[src/rtl/tfifo_pkg.sv]
// Package: shared helpers for the trigger-level character buffer.
// Holds the preset fill-point tables for the receive and transmit forms.
package tfifo_pkg;

    // Preset fill point for a two-bit code; receive counts entries, transmit counts free spaces.
    function automatic int unsigned preset_trig(input bit rx, input logic [1:0] code);
        int unsigned v;
        if (rx) begin
            case (code)
                2'd0:    v = 8;
                2'd1:    v = 16;
                2'd2:    v = 56;
                default: v = 60;
            endcase
        end else begin
            case (code)
                2'd0:    v = 8;
                2'd1:    v = 16;
                2'd2:    v = 32;
                default: v = 56;
            endcase
        end
        return v;
    endfunction

endpackage

[src/rtl/trig_fifo_store.sv]
// Module: trig_fifo_store
// Storage array with read/write pointers and a fill counter.
// With buffering on it is a circular queue of DEPTH entries. With it off,
// the slot at the read pointer acts as one holding register that a write overwrites.
// Assumes DEPTH is a power of two and the caller never reads an empty store
// or writes a full one while buffering is on. The data array is not reset.
module trig_fifo_store #(
    parameter int unsigned DEPTH  = 64,
    parameter int unsigned DATA_W = 11,
    parameter int unsigned LVL_W  = $clog2(DEPTH + 1)
) (
    input  logic              clk,
    input  logic              rst_n,
    input  logic              en_q,
    input  logic              clear,
    input  logic              wr_do,
    input  logic              rd_do,
    input  logic [DATA_W-1:0] wr_data,
    output logic [DATA_W-1:0] rd_data,
    output logic [LVL_W-1:0]  level
);
    localparam int unsigned AW = (DEPTH > 1) ? $clog2(DEPTH) : 1;

    logic [DATA_W-1:0] mem [DEPTH];
    logic [AW-1:0]     wptr_q, rptr_q;
    logic [LVL_W-1:0]  level_q, level_d;
    logic [AW-1:0]     wr_addr;

    // Write slot: tail of the queue when buffering, the held slot otherwise.
    assign wr_addr = en_q ? wptr_q : rptr_q;
    assign rd_data = mem[rptr_q];
    assign level   = level_q;

    // Next fill count from mode, clear and the two handshakes.
    always_comb begin
        if (clear) begin
            level_d = '0;
        end else if (en_q) begin
            level_d = level_q + {{(LVL_W-1){1'b0}}, wr_do} - {{(LVL_W-1){1'b0}}, rd_do};
        end else if (wr_do) begin
            level_d = {{(LVL_W-1){1'b0}}, 1'b1};
        end else if (rd_do) begin
            level_d = '0;
        end else begin
            level_d = level_q;
        end
    end

    // Fill counter and pointers; pointers move only while buffering.
    always_ff @(posedge clk) begin
        if (!rst_n) begin
            level_q <= '0;
            wptr_q  <= '0;
            rptr_q  <= '0;
        end else begin
            level_q <= level_d;
            if (clear) begin
                wptr_q <= '0;
                rptr_q <= '0;
            end else if (en_q) begin
                if (wr_do) wptr_q <= wptr_q + AW'(1);
                if (rd_do) rptr_q <= rptr_q + AW'(1);
            end
        end
    end

    // Data array write; a clear discards the concurrent write.
    always_ff @(posedge clk) begin
        if (wr_do && !clear) mem[wr_addr] <= wr_data;
    end

    // fill count never passes the array size.
    assert_no_overflow_R2: assert property (@(posedge clk) disable iff (!rst_n)
        level_q <= LVL_W'(DEPTH));

    // a lone accepted write raises the count by one.
    assert_write_counts_R2: assert property (@(posedge clk) disable iff (!rst_n)
        (en_q && wr_do && !rd_do && !clear) |=> (level_q == $past(level_q) + LVL_W'(1)));

    // single holding register never holds more than one entry.
    assert_single_slot_R4: assert property (@(posedge clk) disable iff (!rst_n)
        !en_q |-> (level_q <= LVL_W'(1)));

    // a clear empties the store on the next cycle.
    assert_clear_empties_R9: assert property (@(posedge clk) disable iff (!rst_n)
        clear |=> (level_q == '0));

endmodule

[src/rtl/trig_fifo_thresh.sv]
// Module: trig_fifo_thresh
// Selects the fill point (forced 1, programmable 4*N, or preset) and compares
// the measured amount with it. The receive form measures stored entries, the
// transmit form measures free spaces. Also flags the drain boundary
// (empty for receive, full for transmit). Assumes PROG_STEP*max(N) fits LVL_W.
module trig_fifo_thresh #(
    parameter int unsigned IS_RX     = 1,
    parameter int unsigned DEPTH     = 64,
    parameter int unsigned PROG_W    = 4,
    parameter int unsigned PROG_STEP = 4,
    parameter int unsigned LVL_W     = $clog2(DEPTH + 1)
) (
    input  logic              en_q,
    input  logic [1:0]        trig_code,
    input  logic              trig_use_prog,
    input  logic [PROG_W-1:0] trig_prog,
    input  logic [LVL_W-1:0]  level,
    output logic              hit,
    output logic              drained
);
    logic [LVL_W-1:0] trig, cap, room, measured;

    // Fill point choice: forced 1 when unbuffered, else programmable or preset.
    always_comb begin
        if (!en_q) begin
            trig = LVL_W'(1);
        end else if (trig_use_prog && (trig_prog != '0)) begin
            trig = LVL_W'(trig_prog) * LVL_W'(PROG_STEP);
        end else begin
            trig = LVL_W'(tfifo_pkg::preset_trig(IS_RX != 0, trig_code));
        end
    end

    assign cap  = en_q ? LVL_W'(DEPTH) : LVL_W'(1);
    assign room = cap - level;

    // Direction variant: what is measured and where the request drops.
    generate
        if (IS_RX != 0) begin : g_rx
            assign measured = level;
            assign drained  = (level == '0);
        end else begin : g_tx
            assign measured = room;
            assign drained  = (room == '0);
        end
    endgenerate

    assign hit = (measured >= trig);

endmodule

[src/rtl/trig_fifo_req.sv]
// Module: trig_fifo_req
// Request outputs: irq follows the fill-point compare directly; dma_rdy rises
// with it and then holds until the drain boundary is reached.
// Assumes hit and drained come from registered state (no loop through here).
module trig_fifo_req (
    input  logic clk,
    input  logic rst_n,
    input  logic hit,
    input  logic drained,
    output logic irq,
    output logic dma_rdy
);
    logic hold_q;

    assign irq     = hit;
    assign dma_rdy = hit || (hold_q && !drained);

    // Remember an active transfer request across cycles.
    always_ff @(posedge clk) begin
        if (!rst_n) hold_q <= 1'b0;
        else        hold_q <= dma_rdy;
    end

    // the held request only drops at the drain boundary.
    assert_dma_drop_at_boundary_R8: assert property (@(posedge clk) disable iff (!rst_n)
        $fell(dma_rdy) |-> drained);

endmodule

[src/rtl/trig_fifo.sv]
// Module: trig_fifo (top)
// 64-entry character buffer with fill-point requests, receive or transmit form.
// Registers the buffering mode, treats a mode change like a clear, gates the
// valid/ready handshakes and ties together storage, threshold and request logic.
// Assumes the receive form is built with DATA_W = 11 and transmit with 8.
module trig_fifo #(
    parameter int unsigned IS_RX     = 1,
    parameter int unsigned DEPTH     = 64,
    parameter int unsigned DATA_W    = 11,
    parameter int unsigned PROG_W    = 4,
    parameter int unsigned PROG_STEP = 4,
    parameter int unsigned LVL_W     = $clog2(DEPTH + 1)
) (
    input  logic              clk,
    input  logic              rst_n,
    input  logic              fifo_en,
    input  logic              fifo_clr,
    input  logic [1:0]        trig_code,
    input  logic              trig_use_prog,
    input  logic [PROG_W-1:0] trig_prog,
    input  logic              wr_valid,
    output logic              wr_ready,
    input  logic [DATA_W-1:0] wr_data,
    output logic              rd_valid,
    input  logic              rd_ready,
    output logic [DATA_W-1:0] rd_data,
    output logic [LVL_W-1:0]  level,
    output logic              irq,
    output logic              dma_rdy
);
    logic en_q, clear, wr_do, rd_do, hit, drained;

    // Buffering mode register; off after reset.
    always_ff @(posedge clk) begin
        if (!rst_n) en_q <= 1'b0;
        else        en_q <= fifo_en;
    end

    assign clear    = fifo_clr || (fifo_en != en_q);
    assign wr_ready = en_q ? (level != LVL_W'(DEPTH)) : 1'b1;
    assign rd_valid = (level != '0);
    assign wr_do    = wr_valid && wr_ready;
    assign rd_do    = rd_valid && rd_ready;

    trig_fifo_store #(
        .DEPTH (DEPTH),
        .DATA_W(DATA_W),
        .LVL_W (LVL_W)
    ) u_store (
        .clk    (clk),
        .rst_n  (rst_n),
        .en_q   (en_q),
        .clear  (clear),
        .wr_do  (wr_do),
        .rd_do  (rd_do),
        .wr_data(wr_data),
        .rd_data(rd_data),
        .level  (level)
    );

    trig_fifo_thresh #(
        .IS_RX    (IS_RX),
        .DEPTH    (DEPTH),
        .PROG_W   (PROG_W),
        .PROG_STEP(PROG_STEP),
        .LVL_W    (LVL_W)
    ) u_thresh (
        .en_q         (en_q),
        .trig_code    (trig_code),
        .trig_use_prog(trig_use_prog),
        .trig_prog    (trig_prog),
        .level        (level),
        .hit          (hit),
        .drained      (drained)
    );

    trig_fifo_req u_req (
        .clk    (clk),
        .rst_n  (rst_n),
        .hit    (hit),
        .drained(drained),
        .irq    (irq),
        .dma_rdy(dma_rdy)
    );

    // a mode change leaves the buffer empty on the next cycle.
    assert_mode_change_empties_R10: assert property (@(posedge clk) disable iff (!rst_n)
        (fifo_en != en_q) |=> (level == '0));

    // unbuffered receive form requests as soon as a character is held.
    assert_single_rx_irq_R7: assert property (@(posedge clk) disable iff (!rst_n)
        ((IS_RX != 0) && !en_q && (level != '0)) |-> irq);

    // unbuffered transmit form requests while the slot is free.
    assert_single_tx_irq_R7: assert property (@(posedge clk) disable iff (!rst_n)
        ((IS_RX == 0) && !en_q && (level == '0)) |-> irq);

endmodule

[config.mk]
export PLATFORM = sky130hd
export DESIGN_NAME = trig_fifo
export DESIGN_NICKNAME = d
export VERILOG_FILES = /design/src/rtl/tfifo_pkg.sv /design/src/rtl/trig_fifo_store.sv /design/src/rtl/trig_fifo_thresh.sv /design/src/rtl/trig_fifo_req.sv /design/src/rtl/trig_fifo.sv
export SDC_FILE = /design/constraint.sdc
export NUM_CORES = 1
export LEC_CHECK = 0
export BUFFER_PORTS_ARGS = -buffer_cell sky130_fd_sc_hd__buf_2
export CORE_ASPECT_RATIO = 0.7
export CORE_MARGIN = 8
export CORE_UTILIZATION = 40
export DETAILED_ROUTE_END_ITERATION = 16
export SETUP_SLACK_MARGIN = 0.2
export SYNTH_ARGS = -nofsm -noshare
export SYNTH_HDL_FRONTEND = slang
export SYNTH_SLANG_ARGS = --single-unit
[constraint.sdc]
create_clock -name clk -period 7.8 [get_ports clk]
set_input_delay 1.17 -clock clk [delete_from_list [all_inputs] [get_ports clk]]
set_output_delay 1.17 -clock clk [all_outputs]
set_load 0.05 [all_outputs]
* Word-level counts from Yosys, hierarchy flattened *
Memories as Yosys holds them, arrays and structs flattened. A register that Yosys moved wholly into a read port is not among the register bits.
Cells that the tools add are included.
Widths: inputs -> output; s select.

cells by class
  bitwise logic cells = 1
  equality and inequality tests = 4
  add/subtract/negate cells = 4
  mux-type cells = 12
  magnitude comparators = 1
  reduce and logical (&&, ||, !) cells = 17

operator list
  cell                 count
  $mux 7               5
  $mux 6               3
  $pmux 6 s3           1
  $add 6x1->6 const B  2
  $add 7x1->7          1
  $ge 7x7->1           1
  $logic_not 7->1      1
  $ne 7x7->1 const B   1
  $reduce_bool 7->1    1
  $sub 7x1->7          1
  $logic_and 1x1->1    5
  $reduce_and 2->1     2
  $reduce_bool 4->1    1
  $mux 1               3
  $reduce_bool 3->1    1
  $eq 2x1->1 const B   1
  $eq 2x2->1 const B   1
  $logic_not 1->1      2
  $logic_not 2->1      1
  $logic_or 1x1->1     2
  $reduce_or 2->1      1
  $ne 1x1->1           1
  $not 1->1            1

storage, ports and cells
  bits in writable memories = 704
  bits in registers = 21
  output and inout port bits = 22
  memories = 1

memory list
  memory       words  width  read ports  clocked after Yosys merged registers in  write ports  RTL line               text
  u_store.mem  64     11     1           1                                        1            trig_fifo_store.sv:24  logic [DATA_W-1:0] mem [DEPTH];

* Longest topological paths before layout *
Gate-level depths: netlist of the first run.

  depth in word-level cells = 6
  depth in mapped cells = 16
  gate-level depth less buffers = 16

* Modules after synthesis *
From an unflattened synthesis of the first run, not the netlist that was laid out.

unflattened totals
  cells, all modules = 1462
  area total of the unflattened synthesis = 29000.3 sq um

by module, submodules not included
  module            cells an instance  instances  area each (sq um)
  trig_fifo_store   1413               1          28609.9
  trig_fifo_thresh  33                 1          232.7
  trig_fifo         11                 1          102.6
  trig_fifo_req     5                  1          55.1

* Least setup slack after synthesis of the first run *
OpenSTA, ideal clock, no wires.

  kind = input to output
  start point = in trig_prog[1]
  end point = out dma_rdy
  buffers on the path = 0
  stages = 9
  arrival time = 4144 ps
  data required time = 6630 ps
  path slack = 2486 ps
  cells stage by stage = o41ai_1 nand3_1 nand2_1 nand2_1 ha_1 a21o_1 a21oi_1 o21ai_0 a21o_1

on the way
  cells in the longest elaborated chain, start to end = 6

RTL lines
  element             RTL line                text
  from (decl)         trig_fifo.sv:20         input logic [PROG_W-1:0] trig_prog,
  $reduce_bool 4->1   trig_fifo_thresh.sv:27  end else if (trig_use_prog && (trig_prog != '0)) begin
  $logic_and 1x1->1   trig_fifo_thresh.sv:27
  $mux 7 *            trig_fifo_thresh.sv:27
  $mux 7 *            trig_fifo_thresh.sv:25  if (!en_q) begin
  $ge 7x7->1 *        trig_fifo_thresh.sv:48  assign hit = (measured >= trig);
  via irq             trig_fifo.sv:28         output logic irq,
  $logic_or 1x1->1 *  trig_fifo_req.sv:16     assign dma_rdy = hit || (hold_q && !drained);
  to (decl)           trig_fifo.sv:29         output logic dma_rdy

The timed path passes the listed nets; every way through them passes the cells marked *.

==> results of run 1 <==
-- how the worst min path moves through the flow --
stage | start | to | slack (ns) | depth (start not counted)
6_report | u_req.hold_q | u_req.hold_q | 0.56 | 2
5_1_grt | u_req.hold_q | u_req.hold_q | 0.59 | 2
4_1_cts | u_req.hold_q | u_req.hold_q | 0.57 | 2
3_5_place_dp | u_req.hold_q | u_req.hold_q | 0.55 | 2
3_3_place_gp | u_store.level[5] | u_store.level[5] | 0.55 | 2
2_1_floorplan | u_store.wptr_q[0] | u_store.wptr_q[0] | 0.53 | 2
-- cells by family (layout without fill, tap and decap cells) --
| kind of cell | after synthesis | after routing |
|---|---|---|
| compound gates | 156 | 156 |
| xor+xnor | 16 | 16 |
| fa+ha+maj | 17 | 17 |
| buf+inv | 87 | 241 |
| flops | 731 | 731 |
| mux | 206 | 206 |
| other cells | 0 | 1 |
| simple gates | 252 | 252 |
-- through the flow --
stage | std cells | cell area (µm²) | hold WS (ns) | total power [mW]
2_1_floorplan | 1465 | 29000 | 0.525 | 4.43
3_3_place_gp | 2464 | 30500 | 0.548 | 4.51
3_5_place_dp | 2464 | 30500 | 0.552 | 4.51
4_1_cts | 2585 | 32600 | 0.569 | 7.69
5_1_grt | 2585 | 32600 | 0.591 | 7.85
6_report | 2586 | 32600 | 0.565 | 7.62
-- state kept, by name (all words and copies together) (netlist names), named ones only --
name and flops:
en_q 1, u_store.mem 704, u_store.level 7, u_store.wptr_q 6, u_store.rptr_q 6, u_req.hold_q 1
-- routing by layer --
| metal | GRT usage | vias to the layer above |
|---|---|---|
| met2 | 0.241 | 600 |
| met4 | 0.0409 | 2 |
| met3 | 0.0646 | 99 |
| met5 | 0 | - |
| li1 | - | 6227 |
| met1 | 0.252 | 7684 |
-- final cells by class --
class | count | area, µm²
inverter | 15 | 56.3
clock buffer | 95 | 1920
timing repair buffer | 105 | 726
tap | 966 | 1210
fill | 6072 | 39100
clock inverter | 26 | 188
antenna | 1 | 2.50
multi-input combinational | 647 | 6790
sequential | 731 | 21700
-- worst reg2reg max path, delay by kind of cell, from the launching register on --
family	cells	cell delay, ns
AND/OR/NAND/NOR	3	2.30
multiplexers	1	0.24
flip-flops	1	0.99
-- Yosys cell counts, drive strengths merged (5+ instances only) --
library cell and count:
edfxtp 704, mux4 164, nor2 95, nand2 69, buf 54, a22oi 36, mux2i 36, a21oi 32
o21ai 32, dfxtp 27, nor2b 27, clkbuf 18, ha 16, inv 15, nor3 15, a211oi 12
nand2b 10, nand3 9, a2111oi 8, xnor2 8, xor2 8, and2 6, mux2 6, a221oi 5
-- report_power, final --
group | internal [mW] | total, mW | switching [mW] | leakage [nW]
combinational | 0.0220 | 0.121 | 0.0987 | 2.37
clock | 1.79 | 3.19 | 1.40 | 1.02
sequential | 4.30 | 4.30 | 0.00338 | 6.55
total | 6.11 | 7.62 | 1.51 | 9.94
==> metrics, run 1 <==
gp weighted congestion=0.816; Post-route DRC=0; last element of the critical path=rd_data[8]; Synth Area per Inst=19.8 µm²; multiplexer share of the synthesized area=0.145; number of nets in the layout=1610; Buf/Inv on CP=2; largest family of logic cells by synthesized area=multiplexers; Mapped Nets=1506; worst-case setup margin in the final layout=2.48 ns; number of nets still failing antenna checks after routing=0; Final setup violation count=0; share of the core filled with cells in the final layout=0.454; Hold Violations, Final=0; critical path depth=7; max capacitance violation total=0; aggregate global routing overflow=0; number of search-and-repair iterations in the first detailed-routing pass=5; CTS buffer count=69; Min-Delay Path Class=flip-flop to flip-flop; clock tree from TritonCTS=built; Worst Setup End Kind=output pin; Post-Syn Area=29000 µm²; sequence of cells on the critical path=buf_12, nand2b_1, a211oi_1, o41ai_1, a21oi_1, nand2_1, buf_2; initial standard-cell utilization of the core=0.405; mean routed wirelength per cell=27.1 µm; power per unit of standard cell area=234 nW/µm²; met1 wire length=31000 µm; synthesized-area fraction occupied by and/or/nand/nor cells=0.0397; number of antenna violations at the first check in global routing=5; adder and majority cell fraction of the synthesized area=0.00758; library cell with the largest summed area after synthesis=sky130_fd_sc_hd__edfxtp_1; first-pass GRT wire length=102000 µm; Std-Cell Core Area=71700 µm²; height of the die=241 µm; final worst path period share=0.682; root buffer selected by CTS=sky130_fd_sc_hd__clkbuf_16; total met3 wirelength after detailed routing=7630 µm; CP max FO=76; hold-fix buffer count after cts=0; number of post-CTS setup repair buffers=0; R2R Setup Slk=3.87 ns; leading cell type in the layout, fill and taps excluded=sky130_fd_sc_hd__edfxtp_1; fraction of synthesized cell area taken by the top area cell type=0.728; post-synthesis cell count=1465; startpoint type of the worst setup path=flip-flop; Async SR Flop Fraction=0; time the final worst path needs with I/O delays and setup=5.32 ns; Via density=5.65; worst setup skew after layout=0.0160 ns; area of the die=81600 µm²; number of flops mapped to enable cells by yosys=704; type of the setup path with the least slack=flip-flop to output pin; overall routing resource usage=0.171; I/O pin cnt=46; highest metal layer with signal wires=met5; compound-gate portion of the synthesized area=0.0362; Max IR drop VDD=0.000157 V; share of cells above drive strength 1=0.214; fraction of the yosys area taken by sequential cells=0.746; Worst EP arrival=4.15 ns; reg2reg start=en_q; post-synthesis to final-layout area growth=12.1%; critical path's top delay family=compound AO/OA/AOI/OAI gates; Slew HR=0.0880; number of global-route vias before repair=14500; standard-cell row count=82; leakage power=9.94 nW; DP Wirelength=42700 µm; reg-to-reg endpoint=u_store.mem[5][9]; Syn. warnings=0; synthesized-area fraction occupied by xor and xnor cells=0.00482; cell count of the worst reg-to-reg path=4; detailed-route via count=14600; Least-Margin Pin Slew=1.35 ns; initial DRC count=1519; Crit-path slowest cell=sky130_fd_sc_hd__o41ai_1; worst slack at placement=3.16 ns; biggest cell delay along the critical path=1.16 ns; clock slew at reported path FFs=0.06 ns; run status=finished, final reports clean; data required time of the critical path=6.63 ns; source-to-sink clock delay at the later pin of the worst-skew pair=0.60 ns; number of H-tree levels=3; most instantiated flip-flop cell in the synthesis netlist=sky130_fd_sc_hd__edfxtp_1; Port Buffer Count=45; most used cells in the layout excluding fill and tap cells=sky130_fd_sc_hd__edfxtp_1, sky130_fd_sc_hd__mux4_2, sky130_fd_sc_hd__nor2_1; TritonCTS sink count=731; Cell variety after synth=58; maximum frequency from static timing analysis=0.188 GHz; max-slew violations=0; pin count of the biggest net entering global routing=87; maximum clock insertion buffer count=3; leading cell types by total area after synthesis=sky130_fd_sc_hd__edfxtp_1, sky130_fd_sc_hd__mux4_2, sky130_fd_sc_hd__mux4_1; Synth Register Bits=731; total met2 wirelength after detailed routing=30100 µm; Die Wd=338 µm; PostCTS Resize Cnt=0; setup repair after global routing missed its margin=no; DRT Wirelength=70100 µm; final total negative setup slack=0 ns
Power figures use the tool's default switching activity.
==> run 2, diff against run 1 <==
==> constraint.sdc (replaced) <==
create_clock -name clk -period 5.47 [get_ports clk]
set_input_delay 0.8205 -clock clk [delete_from_list [all_inputs] [get_ports clk]]
set_output_delay 0.8205 -clock clk [all_outputs]
set_load 0.05 [all_outputs]
==> run 2 against run 1 <==
Critical path depth grew 1. Cell count grew 0.70%. Total power up 46%. Via count up 0.47%. Hold slack worse by 0.12 ns. Critical endpoint unchanged. Sequential share of layout area fell by 0.55 points. Count of clock-buffer cells in the layout is 5 lower.
==> metrics, run 2 (same netlist as run 1, synthesis figures left out) <==
Final setup violation count=0; clock tree from TritonCTS=built; instance count along the most critical hold path=2; PostCTS Resize Cnt=0; startpoint type of the worst setup path=flip-flop; type of the setup path with the least slack=flip-flop to output pin; area of the die=81600 µm²; CP max FO=42; launch instance of the worst min-delay path=fifo_en; number of search-and-repair iterations in the first detailed-routing pass=5; overall routing resource usage=0.171; pin count of the biggest net entering global routing=66; clock slew at reported path FFs=0.06 ns; number of nets in the layout=1626; leading cell type in the layout, fill and taps excluded=sky130_fd_sc_hd__edfxtp_1; post-synthesis to final-layout area growth=13.1%; Min-Delay Path Class=input port to flip-flop; number of post-CTS setup repair buffers=0; gp weighted congestion=0.818; detailed-route via count=14700; max-slew violations=0; Hold Violations, Final=0; aggregate global routing overflow=0; Std-Cell Core Area=71700 µm²; cell count of the worst reg-to-reg path=4; final worst path period share=0.903; Sw Share=0.197; run status=finished, final reports clean; number of nets still failing antenna checks after routing=0; share of cells above drive strength 1=0.230; CTS buffer count=72; number of flip-flops in the largest register=704; Least-Margin Pin Slew=1.38 ns; time the final worst path needs with I/O delays and setup=4.94 ns; reg2reg start=en_q; standard-cell row count=82; reg-to-reg endpoint=u_store.mem[13][1]; multi-input combinational cell area=6810 µm²; DP Area=30600 µm²; setup repair after global routing missed its margin=no; number of antenna violations at the first check in global routing=1; hold-fix buffer count after cts=0; initial DRC count=1623; Power, Total=11.1 mW; register share of total power=0.553; number of H-tree levels=3; mean routed wirelength per cell=26.8 µm; power per unit of standard cell area=338 nW/µm²; P_int=8.91 mW; largest register by flop count=u_store.mem; root buffer selected by CTS=sky130_fd_sc_hd__clkbuf_16; max capacitance violation total=0; worst slack at placement=1.18 ns; leakage power=10.1 nW; worst setup skew after layout=0.0188 ns; net switching power=2.19 mW; height of the die=241 µm; Slew HR=0.0780; share of total power in the clock network=0.432; worst-case setup margin in the final layout=0.530 ns; first-pass GRT wire length=102000 µm; source-to-sink clock delay at the later pin of the worst-skew pair=0.60 ns; most used cells in the layout excluding fill and tap cells=sky130_fd_sc_hd__edfxtp_1, sky130_fd_sc_hd__mux4_2, sky130_fd_sc_hd__nor2_1; DP Wirelength=42500 µm; Max IR drop VDD=0.000201 V; Post-route DRC=0; data required time of the critical path=4.65 ns; maximum frequency from static timing analysis=0.202 GHz; initial standard-cell utilization of the core=0.405; final instance area=32800 µm²; Worst Setup End Kind=output pin; R2R Setup Slk=1.51 ns; share of the core filled with cells in the final layout=0.458; TritonCTS sink count=731; Die Wd=338 µm; number of global-route vias before repair=14500; I/O pin cnt=46; DRT Wirelength=69900 µm; fill cell count=5957; maximum clock insertion buffer count=3; Worst EP arrival=4.12 ns; sequential cell area=21700 µm²; Port Buffer Count=45; Via density=5.64; Hold Path End=en_q; combinational fraction of design power=0.016; final total negative setup slack=0 ns
==> run 2: metrics by stage <==
stage          instances  hold slack [ns]
2_1_floorplan       1465            0.525
5_1_grt             2603            0.444
6_report            2604            0.446
3_5_place_dp        2477            0.545
4_1_cts             2603            0.409
3_3_place_gp        2477            0.545
==> run 2: power by group through the flow <==
stage | Sequential (mW) | Combinational (mW) | Clock [mW]
2_1_floorplan | 6.26 | 0.0538 | 0
3_3_place_gp | 6.26 | 0.169 | 0
3_5_place_dp | 6.26 | 0.177 | 0
4_1_cts | 6.14 | 0.176 | 4.88
5_1_grt | 6.14 | 0.188 | 5.07
6_report | 6.14 | 0.173 | 4.79
==> run 2: how the worst max path moves through the flow <==
stage / endpoint / startpoint
after CTS: rd_data[8] / flip-flop
after floorplan: dma_rdy / trig_prog[1]
after global placement: rd_data[8] / flip-flop
final: rd_data[8] / flip-flop
after detailed placement: rd_data[8] / flip-flop
after global routing: rd_data[8] / flip-flop
==> run 2: critical path, cell delays in order, from the launching register on <==
cell	delay [ns]
sky130_fd_sc_hd__dfxtp_4	0.86
sky130_fd_sc_hd__buf_12	0.32
sky130_fd_sc_hd__buf_12	0.24
sky130_fd_sc_hd__mux2_2	0.36
sky130_fd_sc_hd__o21ai_0	0.41
sky130_fd_sc_hd__o21ai_0	0.32
sky130_fd_sc_hd__o221ai_1	0.39
sky130_fd_sc_hd__nand2_1	0.26
sky130_fd_sc_hd__buf_2	0.28
==> run 2: final cells by class <==
cell class	instances	share of cell area
diodes	1	0.0000762
clock buffers	90	0.0601
clock inverters	36	0.00857
inverters	15	0.00171
multi-input cells	647	0.207
flip-flops and latches	731	0.660
well taps	966	0.0368
repair buffers	118	0.0251
==> run 2: metal layers <==
metal,vias up,track usage,part of all wire
met5,-,0,0
met4,0,0.0340,0.015
met3,83,0.0494,0.095
met2,568,0.246,0.43
met1,7774,0.259,0.46
li1,6255,-,-
